==> config.mk <==
export PLATFORM = sky130hd
export DESIGN_NAME = ccr_regfile
export DESIGN_NICKNAME = d
export VERILOG_FILES = /design/src/rtl/ccr_pkg.sv /design/src/rtl/ccr_global.sv /design/src/rtl/ccr_channel.sv /design/src/rtl/ccr_regfile.sv
export SDC_FILE = /design/constraint.sdc
export NUM_CORES = 1
export LEC_CHECK = 0
export ABC_AREA = 1
export BUFFER_PORTS_ARGS = -buffer_cell sky130_fd_sc_hd__buf_4
export CORE_MARGIN = 8
export CORE_UTILIZATION = 60
export CTS_CLUSTER_DIAMETER = 30
export DETAILED_ROUTE_END_ITERATION = 10
export PLACE_DENSITY_LB_ADDON = 0.25
export SYNTH_ARGS = -nofsm -noshare
export SYNTH_HDL_FRONTEND = slang
export SYNTH_HIERARCHICAL = 1
export SYNTH_SLANG_ARGS = --single-unit
==> constraint.sdc <==
create_clock -name clk -period 7.5 [get_ports clk]
set_input_delay 1.5 -clock clk [delete_from_list [all_inputs] [get_ports clk]]
set_output_delay 1.5 -clock clk [all_outputs]
set_load 0.05 [all_outputs]
==> src/rtl/ccr_pkg.sv <==
package ccr_pkg;
  localparam int unsigned ADDR_W = 12;
  localparam int unsigned DATA_W = 32;

  // global register offsets
  localparam logic [ADDR_W-1:0] OFS_CTRL   = 12'h000;
  localparam logic [ADDR_W-1:0] OFS_GSTAT  = 12'h010;
  localparam logic [ADDR_W-1:0] OFS_GCLR   = 12'h018;
  localparam logic [ADDR_W-1:0] OFS_CHCTRL = 12'h020;
  localparam logic [ADDR_W-1:0] OFS_CAP    = 12'h040;
  localparam logic [ADDR_W-1:0] OFS_CTX    = 12'h050;

  // channel windows
  localparam logic [ADDR_W-1:0] CH_BASE      = 12'h100;
  localparam int unsigned       CH_STRIDE_LG = 6;
  localparam logic [CH_STRIDE_LG-1:0] CH_CMD  = 6'h00;
  localparam logic [CH_STRIDE_LG-1:0] CH_SEMA = 6'h10;
  localparam logic [CH_STRIDE_LG-1:0] CH_STAT = 6'h20;
  localparam logic [CH_STRIDE_LG-1:0] CH_SCLR = 6'h28;

  localparam logic [DATA_W-1:0] CTRL_MODE_BITS = 32'h00C0_0000;
endpackage

==> src/rtl/ccr_global.sv <==
module ccr_global
  import ccr_pkg::*;
#(
  parameter int unsigned NCH    = 4,
  parameter int unsigned CHEN_W = 8
) (
  input  logic              clk,
  input  logic              rst,
  input  logic              wr_ctrl,
  input  logic              wr_gclr,
  input  logic              wr_chctrl,
  input  logic              wr_ctx,
  input  logic [DATA_W-1:0] wdata,
  input  logic [NCH-1:0]    done_pulse,
  output logic [DATA_W-1:0] ctrl_q,
  output logic [NCH-1:0]    gstat_q,
  output logic [CHEN_W-1:0] chctrl_q,
  output logic [DATA_W-1:0] ctx_q,
  output logic              irq
);
  localparam logic [DATA_W-1:0] CTRL_WMASK =
    CTRL_MODE_BITS | DATA_W'((64'd1 << NCH) - 64'd1);

  logic [NCH-1:0] clr_mask;
  assign clr_mask = wr_gclr ? wdata[NCH-1:0] : '0;

  always_ff @(posedge clk) begin
    if (rst) begin
      ctrl_q   <= '0;
      gstat_q  <= '0;
      chctrl_q <= '0;
      ctx_q    <= '0;
      irq      <= 1'b0;
    end else begin
      if (wr_ctrl)   ctrl_q   <= wdata & CTRL_WMASK;
      if (wr_chctrl) chctrl_q <= wdata[CHEN_W-1:0];
      if (wr_ctx)    ctx_q    <= wdata;
      // completion set dominates a simultaneous clear
      gstat_q <= (gstat_q & ~clr_mask) | done_pulse;
      irq     <= |(gstat_q & ctrl_q[NCH-1:0]);
    end
  end
endmodule

==> src/rtl/ccr_channel.sv <==
module ccr_channel
  import ccr_pkg::*;
#(
  parameter int unsigned SEMA_W = 8,
  parameter int unsigned ERR_W  = 8
) (
  input  logic              clk,
  input  logic              rst,
  input  logic              wr_cmd,
  input  logic              wr_sema,
  input  logic              wr_stat_clr,
  input  logic [DATA_W-1:0] wdata,
  input  logic              sema_dec,
  input  logic              err_pulse,
  input  logic [ERR_W-1:0]  err_code,
  output logic [DATA_W-1:0] cmd_q,
  output logic [SEMA_W-1:0] sema_q,
  output logic [ERR_W-1:0]  stat_q
);
  localparam int unsigned       SUM_W    = SEMA_W + 2;
  localparam logic [SUM_W-1:0]  SEMA_MAX = SUM_W'((64'd1 << SEMA_W) - 64'd1);

  logic [SUM_W-1:0]  sum;
  logic [SEMA_W-1:0] sema_d;
  logic [ERR_W-1:0]  stat_clr;

  always_comb begin
    sum = SUM_W'(sema_q) + (wr_sema ? SUM_W'(wdata[SEMA_W-1:0]) : '0);
    if (sema_dec && (sum != '0)) sum = sum - SUM_W'(1);
    sema_d = (sum > SEMA_MAX) ? '1 : sum[SEMA_W-1:0];
  end

  assign stat_clr = wr_stat_clr ? wdata[ERR_W-1:0] : '0;

  always_ff @(posedge clk) begin
    if (rst) begin
      cmd_q  <= '0;
      sema_q <= '0;
      stat_q <= '0;
    end else begin
      if (wr_cmd) cmd_q <= wdata;
      sema_q <= sema_d;
      stat_q <= (stat_q & ~stat_clr) | (err_pulse ? err_code : '0);
    end
  end
endmodule

==> src/rtl/ccr_regfile.sv <==
module ccr_regfile
  import ccr_pkg::*;
#(
  parameter int unsigned       NCH      = 4,
  parameter int unsigned       SEMA_W   = 8,
  parameter int unsigned       ERR_W    = 8,
  parameter int unsigned       CHEN_W   = 8,
  parameter logic [DATA_W-1:0] CAP_WORD = 32'h0005_0001
) (
  input  logic                    clk,
  input  logic                    rst,
  input  logic                    wr_en,
  input  logic                    rd_en,
  input  logic [ADDR_W-1:0]       addr,
  input  logic [DATA_W-1:0]       wdata,
  output logic [DATA_W-1:0]       rdata,
  input  logic [NCH-1:0]          done_pulse,
  input  logic [NCH-1:0]          err_pulse,
  input  logic [NCH*ERR_W-1:0]    err_code,
  input  logic [NCH-1:0]          sema_dec,
  output logic                    irq,
  output logic [NCH*DATA_W-1:0]   cmd_ptr,
  output logic [NCH*SEMA_W-1:0]   sema_cnt
);
  localparam int unsigned      CHN_W = ADDR_W - CH_STRIDE_LG;
  localparam logic [CHN_W-1:0] NCH_V = CHN_W'(NCH);

  // address decode
  logic [ADDR_W-1:0]       ch_rel;
  logic [CHN_W-1:0]        ch_num;
  logic [CH_STRIDE_LG-1:0] ch_ofs;
  logic                    ch_hit;

  assign ch_rel = addr - CH_BASE;
  assign ch_num = ch_rel[ADDR_W-1:CH_STRIDE_LG];
  assign ch_ofs = ch_rel[CH_STRIDE_LG-1:0];
  assign ch_hit = (addr >= CH_BASE) && (ch_num < NCH_V);

  // global registers
  logic [DATA_W-1:0] ctrl_q;
  logic [NCH-1:0]    gstat_q;
  logic [CHEN_W-1:0] chctrl_q;
  logic [DATA_W-1:0] ctx_q;

  ccr_global #(.NCH(NCH), .CHEN_W(CHEN_W)) u_global (
    .clk       (clk),
    .rst       (rst),
    .wr_ctrl   (wr_en && (addr == OFS_CTRL)),
    .wr_gclr   (wr_en && (addr == OFS_GCLR)),
    .wr_chctrl (wr_en && (addr == OFS_CHCTRL)),
    .wr_ctx    (wr_en && (addr == OFS_CTX)),
    .wdata     (wdata),
    .done_pulse(done_pulse),
    .ctrl_q    (ctrl_q),
    .gstat_q   (gstat_q),
    .chctrl_q  (chctrl_q),
    .ctx_q     (ctx_q),
    .irq       (irq)
  );

  // channel windows
  logic [DATA_W-1:0] ch_cmd  [NCH];
  logic [SEMA_W-1:0] ch_sema [NCH];
  logic [ERR_W-1:0]  ch_stat [NCH];

  for (genvar i = 0; i < NCH; i++) begin : g_ch
    localparam logic [CHN_W-1:0] IDX = CHN_W'(i);
    logic wsel;
    assign wsel = wr_en && ch_hit && (ch_num == IDX);

    ccr_channel #(.SEMA_W(SEMA_W), .ERR_W(ERR_W)) u_chan (
      .clk        (clk),
      .rst        (rst),
      .wr_cmd     (wsel && (ch_ofs == CH_CMD)),
      .wr_sema    (wsel && (ch_ofs == CH_SEMA)),
      .wr_stat_clr(wsel && (ch_ofs == CH_SCLR)),
      .wdata      (wdata),
      .sema_dec   (sema_dec[i]),
      .err_pulse  (err_pulse[i]),
      .err_code   (err_code[i*ERR_W +: ERR_W]),
      .cmd_q      (ch_cmd[i]),
      .sema_q     (ch_sema[i]),
      .stat_q     (ch_stat[i])
    );

    assign cmd_ptr[i*DATA_W +: DATA_W]  = ch_cmd[i];
    assign sema_cnt[i*SEMA_W +: SEMA_W] = ch_sema[i];
  end

  // read mux, registered
  logic [DATA_W-1:0] rd_mux;

  always_comb begin
    rd_mux = '0;
    case (addr)
      OFS_CTRL:   rd_mux = ctrl_q;
      OFS_GSTAT:  rd_mux = DATA_W'(gstat_q);
      OFS_CHCTRL: rd_mux = DATA_W'(chctrl_q);
      OFS_CAP:    rd_mux = CAP_WORD;
      OFS_CTX:    rd_mux = ctx_q;
      default: begin
        for (int i = 0; i < NCH; i++) begin
          if (ch_hit && (ch_num == CHN_W'(i))) begin
            case (ch_ofs)
              CH_CMD:  rd_mux = ch_cmd[i];
              CH_SEMA: rd_mux = DATA_W'(ch_sema[i]);
              CH_STAT: rd_mux = DATA_W'(ch_stat[i]);
              default: rd_mux = '0;
            endcase
          end
        end
      end
    endcase
  end

  always_ff @(posedge clk) begin
    if (rst)        rdata <= '0;
    else if (rd_en) rdata <= rd_mux;
  end
endmodule

==> metrics.json <==
{
  "global_routing": {
    "number_of_global_route_vias_before_repair": 17384,
    "groute.layer.met3.usage_pct": 8.13,
    "groute.usage.overall_pct": 35.6,
    "groute.layer.met1.usage_pct": 40.6,
    "globalRoute.totalOverflow": 0,
    "grt_antenna_before_repair": 0,
    "first_pass_grt_wire_length_um": 90900,
    "largest_net_degree_at_the_start_of_global_routing": 92,
    "global_route.peak_usage_layer": "met2",
    "global_route.usage.met2_pct": 59.8
  },
  "cells_and_area": {
    "fillerInstances": 1994,
    "final_layout_net_count": 2838,
    "area_growth_pct": 24.2,
    "insertedDiodeCount": 0,
    "layout.cells.non_filler": 3080,
    "share_of_layout_cells_above_drive_strength_1_pct": 18.4
  },
  "min_path": {
    "hp-start": "u_global/ctx_q[6]",
    "worstHoldPathType": "register to register",
    "whs_endpoint": "u_global/ctx_q[6]",
    "timing.hold.worst_path_depth": 2
  },
  "cts": {
    "cts_resized": 0,
    "clock_insertion_delay_worst_skew_ps": 570,
    "tritoncts_clock_tree": "built",
    "cts_hold_buf": 0,
    "cts-htree-levels": 2,
    "cts-root-buf": "sky130_fd_sc_hd__clkbuf_16",
    "cts-buffers-inserted": 52,
    "cts.sink_count": 275,
    "postCtsSetupBuffers": 0,
    "cts.path.max_buffers": 3,
    "cts.reportedPaths.clkPinSlew_ps": 50
  },
  "power": {
    "max-vdd-ir-drop_uv": 380,
    "power.density_cell_area_mw_per_mm2": 312,
    "cellLeakagePower_nw": 9.21
  },
  "die": {
    "pin_count": 285,
    "initial_utilization_pct": 60.8,
    "dieArea_mm2": 0.0318,
    "placeableCoreArea_mm2": 0.0260,
    "placementRows": 59,
    "die_w_um": 178,
    "die_height_um": 178
  },
  "place": {
    "final_gp_congestion": 0.988,
    "place_inst": 2983,
    "io_buffers": 284,
    "hpwlAfterDp_um": 40300
  },
  "critical_path": {
    "path_max_fanout": 34,
    "crit_path_frequent_cell": "sky130_fd_sc_hd__nand2_1",
    "worst_setup_path_start_kind": "input pin",
    "worst-endpoint-arrival_ps": 5640,
    "timing.setup.critical_path_class": "input pin to register",
    "end_kind": "register",
    "reg2reg_setup_slack_ps": 4710,
    "cp_slowest_cell": "sky130_fd_sc_hd__nor2_1",
    "worstReg2RegStart": "g_ch[0].u_chan/sema_q[0]",
    "cp_slowest_stage_delay_ps": 510,
    "reg2reg_depth": 13,
    "worst_ep_required_time_ps": 7910,
    "worst_r2r_endpoint": "g_ch[0].u_chan/sema_q[6]"
  },
  "timing": {
    "finalClockSkew_ps": 19.9,
    "tightestPinTransition_ps": 1310,
    "setup_total_negative_slack_ps": 0,
    "timing.final.hold_violations": 0,
    "period_share_pct": 69.7,
    "timing.max_slew.rel_slack_pct": 12.3,
    "setup_viol": 0,
    "rsz0062_at_grt": "false",
    "max_slew_vio_count": 0,
    "layout_min_cycle_time_ps": 5230,
    "max_clock_freq_mhz": 191
  },
  "detailed_routing": {
    "dr_total_vias": 18075,
    "route.final.wire_length_um": 59200,
    "drtAntennaViolNets": 0,
    "detail_route.vias_per_cell": 5.87,
    "first_pass_drt_iterations": 7,
    "drtIter0Drc": 1995,
    "route.detailed.wl_per_inst_um": 19.2,
    "drc_errors": 0
  },
  "run_status": {
    "run_status": "finished, final reports clean"
  },
  "job": {
    "maxCapViolations": 0
  },
  "synthesis": {
    "synthesis.area_mm2": 0.0158,
    "syn_avg_cell_area_um2": 6.41,
    "syn_inst": 2464,
    "synth_unique_cells": 40,
    "sequential_area_share_after_synthesis_pct": 34.9,
    "ys_warn_count": 6,
    "synth_seq_cells": 275
  }
}
## cell families (layout without fill, tap and decap cells)
kind of cell             Yosys count  in the layout  share of synthesized area, %
AO/OA/AOI/OAI                    354            354                          12.0
XOR/XNOR                          24             24                          1.33
adder cells (fa/ha/maj)           44             44                          3.68
buffers and inverters            335            591                          9.68
flip-flops                       275            275                          34.9
other                              1             26                        0.0237
AND/OR/NAND/NOR                 1431           1431                          38.4
## cells in the mapped netlist, drive strengths merged
master | count | area, um2
nand2 | 962 | 3720
dfxtp | 275 | 5510
a21oi | 266 | 1400
nor2 | 253 | 1030
inv | 190 | 733
nand3 | 139 | 838
buf | 83 | 563
o21ai | 63 | 315
nand4 | 61 | 382
clkbuf | 50 | 188
ha | 40 | 500
a211oi | 20 | 150
clkinv | 12 | 45.0
xnor2 | 12 | 105
xor2 | 12 | 105
nor3 | 6 | 30.0
and2 | 4 | 25.0
fa | 4 | 80.1
o211ai | 4 | 30.0
or2 | 4 | 25.0
a31oi | 1 | 6.26
conb | 1 | 3.75
nand3b | 1 | 7.51
nor4 | 1 | 6.26
## power breakdown
part | total (mW) | internal (mW) | switching, mW
Combinational | 1.99 | 0.646 | 1.34
Clock | 2.41 | 1.57 | 0.845
Sequential | 1.72 | 1.57 | 0.149
Total | 6.12 | 3.79 | 2.34
## area by class of cell
type,instances,area (um2),share of cell area (%)
Clock inverter,37,425,2.17
Tap cell,335,419,2.14
Inverter,202,778,3.97
Timing Repair Buffer,292,2200,11.2
Sequential cell,275,5510,28.1
Multi-Input combinational cell,1879,8890,45.3
Clock buffer,60,1410,7.20
## how the worst max path moves through the flow
stage,from,endpoint,slack [ps],cells after the start
after floorplan,addr[9],g_ch[3].u_chan/sema_q[0],2870,26
after global placement,addr[9],g_ch[0].u_chan/sema_q[6],1940,22
after detailed placement,addr[9],g_ch[2].u_chan/sema_q[1],1880,26
after CTS,addr[9],g_ch[2].u_chan/sema_q[2],2410,26
after global routing,addr[9],g_ch[3].u_chan/sema_q[0],1920,26
final,addr[9],g_ch[2].u_chan/sema_q[2],2270,26
## through the flow
stage               worst slack [ps]  cell area [um2]  total power, mW  hold WS, ps  util, %
floorplan                       2870            15900             3.16          439        -
finish                          2270            19600             6.12          462     75.5
detailed placement              1880            17800             3.70          452     68.4
CTS                             2410            19600             6.11          461     75.5
global placement                1940            17800             3.70          448     68.4
global route                    1920            19600             6.41          472     75.5
## metal layers
| metal | wire (um) | part of all wire [%] |
|---|---|---|
| met5 | 0 | 0 |
| met4 | 3890 | 6.6 |
| met3 | 6880 | 12 |
| met2 | 27300 | 46 |
| met1 | 21200 | 36 |
## placed cells by master (no fill, tap or decap), types with 18 or more instances in the layout
| cell | n |
|---|---|
| sky130_fd_sc_hd__nand2_2 | 27 |
| sky130_fd_sc_hd__a21oi_2 | 18 |
| sky130_fd_sc_hd__conb_1 | 26 |
| sky130_fd_sc_hd__inv_1 | 172 |
| sky130_fd_sc_hd__a211oi_1 | 20 |
| sky130_fd_sc_hd__nor2_1 | 229 |
| sky130_fd_sc_hd__nand4_1 | 61 |
| sky130_fd_sc_hd__o21ai_0 | 62 |
| sky130_fd_sc_hd__nand2_1 | 930 |
| sky130_fd_sc_hd__buf_4 | 291 |
| sky130_fd_sc_hd__a21oi_1 | 248 |
| sky130_fd_sc_hd__ha_1 | 40 |
| sky130_fd_sc_hd__clkbuf_16 | 53 |
| sky130_fd_sc_hd__nand3_1 | 115 |
| sky130_fd_sc_hd__dfxtp_1 | 275 |
| sky130_fd_sc_hd__nand3_2 | 21 |
## state kept, by name (all words and copies together), names as in the netlist
signal	count
g_ch.u_chan/cmd_q	128
g_ch.u_chan/sema_q	32
g_ch.u_chan/stat_q	32
rdata	32
u_global/chctrl_q	8
u_global/ctrl_q	6
u_global/ctx_q	32
u_global/gstat_q	4
u_global/irq	1
## critical path, delay by kind of cell
kind | cells | cell delay [ps]
compound gates | 1 | 200
fa+ha+maj | 2 | 610
buf+inv | 5 | 810
simple gates | 18 | 2510
Power figures use the tool's default switching activity.
